<file path="src/rtl/phy_acc_pkg.sv">
package phy_acc_pkg;
    localparam int PA_W     = 4;
    localparam int PD_W     = 8;
    localparam int REG_W    = 32;
    localparam int RD_BIT   = 31;
    localparam int WR_BIT   = 30;
    localparam int ADDR_LSB = 24;
    localparam int WDAT_LSB = 16;
    localparam int RXA_LSB  = 8;
    localparam int RXD_LSB  = 0;
    localparam logic [PA_W-1:0] AUTO_REG = '0;

    typedef enum logic [1:0] {
        ST_IDLE,
        ST_SEND,
        ST_WAIT
    } acc_state_e;
endpackage

</file>
<file path="src/rtl/phy_acc_cmd_reg.sv">
module phy_acc_cmd_reg
    import phy_acc_pkg::*;
(
    input  logic             clk,
    input  logic             rst_n,
    input  logic             host_wr_en,
    input  logic [REG_W-1:0] host_wdata,
    input  logic             busy,
    input  logic             clr_cmd,
    input  logic             cap_en,
    input  logic [PA_W-1:0]  rsp_addr,
    input  logic [PD_W-1:0]  rsp_data,
    input  logic             flag_clr,
    output logic             cmd_rd,
    output logic             cmd_wr,
    output logic [PA_W-1:0]  cmd_addr,
    output logic [PD_W-1:0]  cmd_data,
    output logic             accept,
    output logic [REG_W-1:0] host_rdata,
    output logic             rx_done
);
    logic [PA_W-1:0] rx_addr_q;
    logic [PD_W-1:0] rx_data_q;

    assign accept = host_wr_en && !busy && !cmd_rd && !cmd_wr;

    always_ff @(posedge clk) begin
        if (!rst_n) begin
            cmd_rd   <= 1'b0;
            cmd_wr   <= 1'b0;
            cmd_addr <= '0;
            cmd_data <= '0;
        end else if (accept) begin
            cmd_rd   <= host_wdata[RD_BIT];
            cmd_wr   <= host_wdata[WR_BIT] && !host_wdata[RD_BIT];
            cmd_addr <= host_wdata[ADDR_LSB +: PA_W];
            cmd_data <= host_wdata[WDAT_LSB +: PD_W];
        end else if (clr_cmd) begin
            cmd_rd <= 1'b0;
            cmd_wr <= 1'b0;
        end
    end

    always_ff @(posedge clk) begin
        if (!rst_n) begin
            rx_addr_q <= '0;
            rx_data_q <= '0;
            rx_done   <= 1'b0;
        end else begin
            if (cap_en) begin
                rx_addr_q <= rsp_addr;
                rx_data_q <= rsp_data;
            end
            if (cap_en)        rx_done <= 1'b1;
            else if (flag_clr) rx_done <= 1'b0;
        end
    end

    always_comb begin
        host_rdata                        = '0;
        host_rdata[RD_BIT]                = cmd_rd;
        host_rdata[WR_BIT]                = cmd_wr;
        host_rdata[ADDR_LSB +: PA_W]      = cmd_addr;
        host_rdata[WDAT_LSB +: PD_W]      = cmd_data;
        host_rdata[RXA_LSB +: PA_W]       = rx_addr_q;
        host_rdata[RXD_LSB +: PD_W]       = rx_data_q;
    end
endmodule

</file>
<file path="src/rtl/phy_acc_fsm.sv">
module phy_acc_fsm
    import phy_acc_pkg::*;
(
    input  logic            clk,
    input  logic            rst_n,
    input  logic            cmd_rd,
    input  logic            cmd_wr,
    input  logic [PA_W-1:0] cmd_addr,
    input  logic [PD_W-1:0] cmd_data,
    input  logic            host_cmd_now,
    input  logic            selfid_done,
    input  logic            req_ack,
    input  logic            rsp_valid,
    output logic            busy,
    output logic            clr_cmd,
    output logic            cap_en,
    output logic            req_valid,
    output logic            req_is_write,
    output logic [PA_W-1:0] req_addr,
    output logic [PD_W-1:0] req_data
);
    acc_state_e      state_q, state_d;
    logic            pend_q;
    logic            lat_wr_q;
    logic [PA_W-1:0] lat_addr_q;
    logic [PD_W-1:0] lat_data_q;
    logic            launch_host, launch_auto;

    assign launch_host = (state_q == ST_IDLE) && (cmd_rd || cmd_wr);
    assign launch_auto = (state_q == ST_IDLE) && !cmd_rd && !cmd_wr
                         && !host_cmd_now && pend_q;

    always_comb begin
        state_d = state_q;
        unique case (state_q)
            ST_IDLE: if (launch_host || launch_auto) state_d = ST_SEND;
            ST_SEND: if (req_ack) state_d = lat_wr_q ? ST_IDLE : ST_WAIT;
            ST_WAIT: if (rsp_valid) state_d = ST_IDLE;
            default: state_d = ST_IDLE;
        endcase
    end

    always_ff @(posedge clk) begin
        if (!rst_n) begin
            state_q    <= ST_IDLE;
            pend_q     <= 1'b0;
            lat_wr_q   <= 1'b0;
            lat_addr_q <= '0;
            lat_data_q <= '0;
        end else begin
            state_q <= state_d;
            if (selfid_done)      pend_q <= 1'b1;
            else if (launch_auto) pend_q <= 1'b0;
            if (launch_host) begin
                lat_wr_q   <= cmd_wr;
                lat_addr_q <= cmd_addr;
                lat_data_q <= cmd_data;
            end else if (launch_auto) begin
                lat_wr_q   <= 1'b0;
                lat_addr_q <= AUTO_REG;
                lat_data_q <= '0;
            end
        end
    end

    always_comb begin
        busy         = (state_q != ST_IDLE);
        req_valid    = (state_q == ST_SEND);
        req_is_write = req_valid && lat_wr_q;
        req_addr     = lat_addr_q;
        req_data     = lat_data_q;
        clr_cmd      = (state_q == ST_SEND) && req_ack;
        cap_en       = (state_q == ST_WAIT) && rsp_valid;
    end
endmodule

</file>
<file path="src/rtl/phy_reg_access_ctrl.sv">
module phy_reg_access_ctrl
    import phy_acc_pkg::*;
(
    input  logic             clk,
    input  logic             rst_n,
    input  logic             host_wr_en,
    input  logic [REG_W-1:0] host_wdata,
    output logic [REG_W-1:0] host_rdata,
    input  logic             rx_done_clr,
    output logic             rx_done,
    input  logic             selfid_done,
    output logic             req_valid,
    output logic             req_is_write,
    output logic [PA_W-1:0]  req_addr,
    output logic [PD_W-1:0]  req_data,
    input  logic             req_ack,
    input  logic             rsp_valid,
    input  logic [PA_W-1:0]  rsp_addr,
    input  logic [PD_W-1:0]  rsp_data
);
    logic            busy, clr_cmd, cap_en, host_accept, host_cmd_now;
    logic            cmd_rd, cmd_wr;
    logic [PA_W-1:0] cmd_addr;
    logic [PD_W-1:0] cmd_data;

    assign host_cmd_now = host_accept && (host_wdata[RD_BIT] || host_wdata[WR_BIT]);

    phy_acc_cmd_reg u_cmd (
        .clk(clk), .rst_n(rst_n), .host_wr_en(host_wr_en), .host_wdata(host_wdata),
        .busy(busy), .clr_cmd(clr_cmd), .cap_en(cap_en), .rsp_addr(rsp_addr),
        .rsp_data(rsp_data), .flag_clr(rx_done_clr), .cmd_rd(cmd_rd), .cmd_wr(cmd_wr),
        .cmd_addr(cmd_addr), .cmd_data(cmd_data), .accept(host_accept),
        .host_rdata(host_rdata), .rx_done(rx_done)
    );

    phy_acc_fsm u_fsm (
        .clk(clk), .rst_n(rst_n), .cmd_rd(cmd_rd), .cmd_wr(cmd_wr), .cmd_addr(cmd_addr),
        .cmd_data(cmd_data), .host_cmd_now(host_cmd_now), .selfid_done(selfid_done),
        .req_ack(req_ack), .rsp_valid(rsp_valid), .busy(busy), .clr_cmd(clr_cmd),
        .cap_en(cap_en), .req_valid(req_valid), .req_is_write(req_is_write),
        .req_addr(req_addr), .req_data(req_data)
    );
endmodule

</file>
<file path="config.mk">
export PLATFORM = sky130hd
export DESIGN_NAME = phy_reg_access_ctrl
export DESIGN_NICKNAME = d
export VERILOG_FILES = /design/src/rtl/phy_acc_pkg.sv /design/src/rtl/phy_acc_cmd_reg.sv /design/src/rtl/phy_acc_fsm.sv /design/src/rtl/phy_reg_access_ctrl.sv
export SDC_FILE = /design/constraint.sdc
export NUM_CORES = 1
export LEC_CHECK = 0
export CAP_MARGIN = 20
export CORE_ASPECT_RATIO = 1.4
export CORE_MARGIN = 2
export CORE_UTILIZATION = 36
export CTS_BUF_LIST = sky130_fd_sc_hd__clkbuf_4
export DETAILED_ROUTE_END_ITERATION = 16
export PLACE_DENSITY = 0.78
export SETUP_SLACK_MARGIN = 0.3
export SYNTH_ARGS = -nofsm -noshare
export SYNTH_HDL_FRONTEND = slang
export SYNTH_HIERARCHICAL = 1
export SYNTH_SLANG_ARGS = --single-unit
</file>
<file path="constraint.sdc">
create_clock -name clk -period 2.2 [get_ports clk]
set_input_delay 0.55 -clock clk [delete_from_list [all_inputs] [get_ports clk]]
set_output_delay 0.55 -clock clk [all_outputs]
set_load 0.01 [all_outputs]
</file>
==> impl_results.md, run 1 <==
- Status: complete, no violations
- H-tree depth: 2
- Compound-Gate Fraction of Synth Area: 11.1%
- Num ports: 98
- Worst skew pair latency: 0.34 ns
- Fin crit period: 1.90 ns
- Avg Inst Size Synth: 10.4 um2
- Share of layout cells above drive strength 1: 13.8%
- GPL Wtd Cong: 0.672
- Yosys top cell by area: dfxtp_1
- Clk slew on worst S/H paths: 0.12 ns
- Port bufs: 73
- Power per cell area: 653 nW/um2
- Worst Hold Path EP: u_cmd/cmd_data[4]
- Buf/Inv on CP: 3
- Vias in the first global route: 1433
- Chip Width: 64.7 um
- Clk_skew: 0.00831 ns
- Hold path depth: 2
- Synth top area cells: dfxtp_1 46%, mux2i_1 13%, buf_4 8.5%
- CP top delay family: compound AO/OA/AOI/OAI gates
- Largest family of logic cells by synthesized area: simple AND/OR/NAND/NOR gates
- Yosys top cell area share: 46.4%
- Crit-path cells: buf_12, nor2_4, inv_2, nor4b_4, o21a_1, nor2b_2, o31ai_4, clkbuf_16, a32o_1
- Drt via density: 4.65
- CTS tree: done
- Final worst setup slack: 0.300 ns
- CTS max path bufs: 2
- Dpl ws: 0.0492 ns
- Final #Nets: 296
- Hold Buf Count CTS: 0
- P_leak: 0.996 nW
- RR Endpoint: u_fsm/req_data[7]
- Largest net degree at the start of global routing: 37
- Area growth syn-to-layout: 44.4%
- Fraction of synthesized area in multiplexers: 13.0%
- Routed length per instance: 12.7 um
- Antenna violations before repair: 0
- Reg2reg path depth: 9
- Synth Area in Adders: 0%
- First-pass GRT wire length: 6.38 mm
- DIE AREA: 5750 um2
- DRC: 0
- Area after DPL: 2540 um2
- Drt pass-1 iters: 4
- Setup TNS: 0 ns
- # rows: 30
- Worst vdd ir: 0.000368 V
- Xor and xnor area share after synthesis: 0%
- WP data arrival: 2.19 ns
- Critical hold path startpoint: u_cmd/cmd_data[4]
- Fin. Hold Viols: 0
- Hold WC Path Type: flop to flop
- Cell Area, Synth: 1850 um2
- Routed Antenna Nets: 0
- Crit-path max cell delay: 0.38 ns
- Post-Synth Simple-Gate Area: 16.6%
- Worst Path Required: 2.49 ns
- Fmax: 526 MHz
- Critical path's slowest cell: dfxtp_4
- Worst reg2reg startpoint: u_fsm/state_q[1]
- Starting Density: 37.7%
- Final setup fails: 0
- Root buf cell: clkbuf_4
- Post-detail-place hpwl: 2.73 mm
- DRT iter0 DRCs: 55
- Design Area, Final: 2680 um2
- Placeable Area: 4920 um2
- Slew Viols, Final: 0
- MaxCap Viol Count: 0
- Critical-path maximum fanout: 6
- Filler instances: 442
- Ys Warns: 6
- GRT Total Usage: 14.2%
- #FFs+latches synth: 43
- Worst R2R Setup Slack: 0.30 ns
- Final period utilization: 86.4%
- Worst Setup End Kind: flop
- Num CTS Buffers: 5
- Synth unique cells: 30
- Die Ht: 88.9 um
- RSZ-0062 raised after global routing: true
- Seq/Total Area, Yosys: 46.4%
- Post-Syn Instances: 178
- Routed wire length: 3.95 mm
- Antenna Cells: 0
- CTS Sinks: 43
- CP Class: flop to flop
- Startpoint types: flop
- Total number of vias: 1443
- Grt ovf: 0
worst reg2reg max path: stages (launching register included):
cell       delay [ns]
dfxtp_4          0.38
buf_12           0.12
nor2_4           0.10
inv_2            0.05
nor4b_4          0.23
o21a_1           0.19
nor2b_2          0.06
o31ai_4          0.33
clkbuf_16        0.23
a32o_1           0.15
state kept, by name, indices dropped and copies added, names as in the netlist, 2 cells and up:
| signal | count |
|---|---|
| u_cmd/cmd_data | 8 |
| u_cmd/rx_data_q | 8 |
| u_fsm/req_data | 8 |
| u_cmd/cmd_addr | 4 |
| u_cmd/rx_addr_q | 4 |
| u_fsm/req_addr | 4 |
| u_fsm/state_q | 2 |
routing by layer:
metal / GRT usage (%) / up-vias / share of wire (%)
li1: - / 720 / -
met1: 16.1 / 661 / 42
met2: 24.3 / 57 / 49
met3: 5.79 / 5 / 7.4
met4: 4.64 / 0 / 0.86
met5: 0 / - / 0
repair_timing:
item                       in CTS  in global routing
hold endpoints to repair        0                  0
setup endpoints to repair       4                  5
gates resized for setup         7                  4
pin swaps                       0                  4
gates cloned                    0                  1
buffers inserted                0                  6
area by class of cell:
class	count	area (um2)	area share, %
Sequential cell	43	877	32.8
Multi-Input combinational cell	106	788	29.4
Clock buffer	6	45.0	1.68
Timing Repair Buffer	85	865	32.3
Tap cell	64	80.1	2.99
Inverter	4	15.0	0.561
Clock inverter	2	7.51	0.280
kinds of logic after synthesis:
kind of cell	Yosys count
simple gates	54
flops	43
buf+inv	34
mux	24
compound gates	22
other cells	1
placed cells by master (no fill, tap or decap), types with 2 or more instances in the layout:
cell and instances:
a31oi_1 2, a32o_1 13, and2_1 3, buf_12 3, buf_4 8, clkbuf_4 6, clkdlybuf4s50_1 70, clkinv_1 2
conb_1 6, dfxtp_1 38, dfxtp_4 4, inv_1 2, inv_2 2, mux2i_1 24, nand2_1 25, nor2_1 4
nor2b_1 13, o21a_1 2
Yosys cell counts:
cell type and n:
nor4_1 1, a31o_1 1, a31oi_1 2, buf_2 3, a2111oi_1 1, and3b_1 1, nor4b_4 1, o31ai_2 1
nor2_4 1, and3_1 1, mux2i_1 24, inv_2 1, a32o_1 13, buf_6 2, buf_4 21, o21ai_0 1
nor4_4 1, nor3b_1 1, nor2b_1 14, nand2_1 25, buf_8 1, o21a_1 2, inv_1 3, conb_1 1
dfxtp_1 43, and2_1 3, a32o_2 1, clkbuf_1 3, nor2_1 4, and2b_1 1
where the power goes:
part	internal [mW]	switching [mW]	total, mW
Clock	0.131	0.229	0.360
Sequential	0.836	0.0523	0.889
Combinational	0.292	0.208	0.500
Total	1.26	0.489	1.75
through the flow:
| step | power [mW] | hold WS, ns | util, % | std cells |
|---|---|---|---|---|
| after floorplan | 1.19 | 0.448 | - | 183 |
| after global placement | 1.34 | 0.458 | 51.6 | 295 |
| after detailed placement | 1.35 | 0.469 | 51.6 | 295 |
| after CTS | 1.72 | 0.491 | 52.8 | 303 |
| after global routing | 1.85 | 0.514 | 54.5 | 310 |
| final | 1.75 | 0.481 | 54.5 | 310 |
worst max path at each step:
stage                           startpoint                 to  slack (ns)  cells past startpoint
after floorplan           u_fsm/state_q[1]  u_fsm/req_data[7]        0.16                      9
after global placement          host_wr_en  u_fsm/req_data[0]        0.07                      7
after detailed placement        host_wr_en  u_fsm/req_addr[1]        0.05                      7
after CTS                 u_fsm/state_q[1]       req_is_write        0.21                      3
after global routing      u_fsm/state_q[1]  u_fsm/req_data[3]        0.22                      9
final                     u_fsm/state_q[1]  u_fsm/req_data[7]        0.30                      9
No activity file was read; power rests on OpenSTA's default activity.
==> run 2, diff against run 1 <==
- CAP_MARGIN: 20 -> 0
- PLACE_DENSITY: 0.78 -> default
- PLACE_DENSITY_LB_ADDON: default -> 0.08
==> impl_results.md, run 2 (synthesis gave the netlist of run 1 again) <==
- Post-detail-place hpwl: 3.03 mm
- Worst Path Required: 1.65 ns
- Hold_ws: 0.480 ns
- WP data arrival: 1.28 ns
- MaxCap Viol Count: 0
- Critical path's slowest cell: clkdlybuf4s50_1
- Chip Width: 64.7 um
- GPL Wtd Cong: 0.737
- Worst Setup End Kind: output pin
- CP Class: flop to output pin
- Hold WC Path Type: flop to flop
- GRT Total Usage: 14.9%
- CTS max path bufs: 2
- Worst-Margin Slew: 0.494 ns
- Routed wire length: 4.20 mm
- Clk slew on worst S/H paths: 0.11 ns
- Final setup fails: 0
- Worst vdd ir: 0.000340 V
- Dpl ws: 0.0375 ns
- Critical-path maximum fanout: 6
- Final period utilization: 83.2%
- RSZ-0062 raised after global routing: true
- Drt pass-1 iters: 4
- Crit-path cells: clkdlybuf4s50_1
- CTS Sinks: 43
- DRT iter0 DRCs: 41
- Setup TNS: 0 ns
- Vias in the first global route: 1484
- Largest net degree at the start of global routing: 57
- Share of layout cells above drive strength 1: 15.7%
- Clk_skew: 0.00762 ns
- Fmax: 547 MHz
- DIE AREA: 5750 um2
- Antenna Cells: 0
- # rows: 30
- Power per cell area: 653 nW/um2
- DRC: 0
- Total number of vias: 1479
- Area after DPL: 2520 um2
- Rel. slew slack: 66.8%
- Starting Density: 37.7%
- Grt ovf: 0
- CTS tree: done
- Routed Antenna Nets: 0
- Design Area, Final: 2670 um2
- Startpoint types: flop
- Antenna violations before repair: 0
- Most frequent cells in the layout: 67 x clkdlybuf4s50_1, 37 x dfxtp_1, 25 x nand2_1
- H-tree depth: 2
- Commonest non-fill, non-tap cell in the layout: clkdlybuf4s50_1
- CP top delay family: buffers and inverters
- Final #Nets: 299
- Num CTS Buffers: 5
- Slew Viols, Final: 0
- Non-Filler Instances: 313
- Drt via density: 4.73
- Placeable Area: 4920 um2
- Worst skew pair latency: 0.34 ns
- Routed length per instance: 13.4 um
- Area growth syn-to-layout: 43.7%
- Fin. Hold Viols: 0
- Fin crit period: 1.83 ns
- Placed Cells: 296
- Root buf cell: clkbuf_4
- Final worst setup slack: 0.371 ns
- Num ports: 98
- Buf/Inv on CP: 1
- P_leak: 1.04 nW
- Die Ht: 88.9 um
- Status: complete, no violations
- First-pass GRT wire length: 6.63 mm
- Port bufs: 73
- Crit-path max cell delay: 0.54 ns
==> run 2: what timing repair did <==
item | in CTS | in global routing
pin swaps | 0 | 2
cloned | 0 | 0
hold buffers | 0 | 0
resized for setup | 7 | 10
setup buffers | 4 | 5
endpoints found under the setup margin | 4 | 20
==> run 2: final cells by class <==
| type | count | area (um2) |
|---|---|---|
| fill | 450 | 2250 |
| inverter | 4 | 15.0 |
| multi-input combinational | 106 | 787 |
| clock buffer | 6 | 45.0 |
| clock inverter | 2 | 11.3 |
| timing repair buffer | 88 | 848 |
| tap | 64 | 80.1 |
| sequential | 43 | 878 |
==> run 2: worst paths after layout <==
| kind | from | to | slack, ns | cells after the start |
|---|---|---|---|---|
| setup / recovery | u_cmd/cmd_wr | host_rdata[30] | 0.37 | 1 |
| hold / removal | u_cmd/cmd_data[4] | u_cmd/cmd_data[4] | 0.48 | 2 |
| setup reg to reg | u_fsm/state_q[1] | u_fsm/req_data[1] | 0.38 | 9 |
| hold reg to reg | u_cmd/cmd_data[4] | u_cmd/cmd_data[4] | 0.48 | 2 |
==> run 2: stage by stage <==
stage	utilization, %	power (mW)
3_3_place_gp	51.2	1.33
2_1_floorplan	-	1.19
6_report	54.2	1.74
3_5_place_dp	51.2	1.34
5_1_grt	54.2	1.84
4_1_cts	53.1	1.73
==> run 2: layer usage <==
layer,share of wire [%],GRT usage (%),up-vias
met4,0.62,5.22,0
li1,-,-,730
met3,5.5,4.41,2
met1,41,16.1,695
met2,53,27.6,52
met5,0,0,-
==> run 2: power by group <==
group	switching (mW)	internal [mW]	total, mW
clock	0.236	0.137	0.373
sequential	0.0484	0.837	0.885
combinational	0.207	0.274	0.481
total	0.491	1.25	1.74
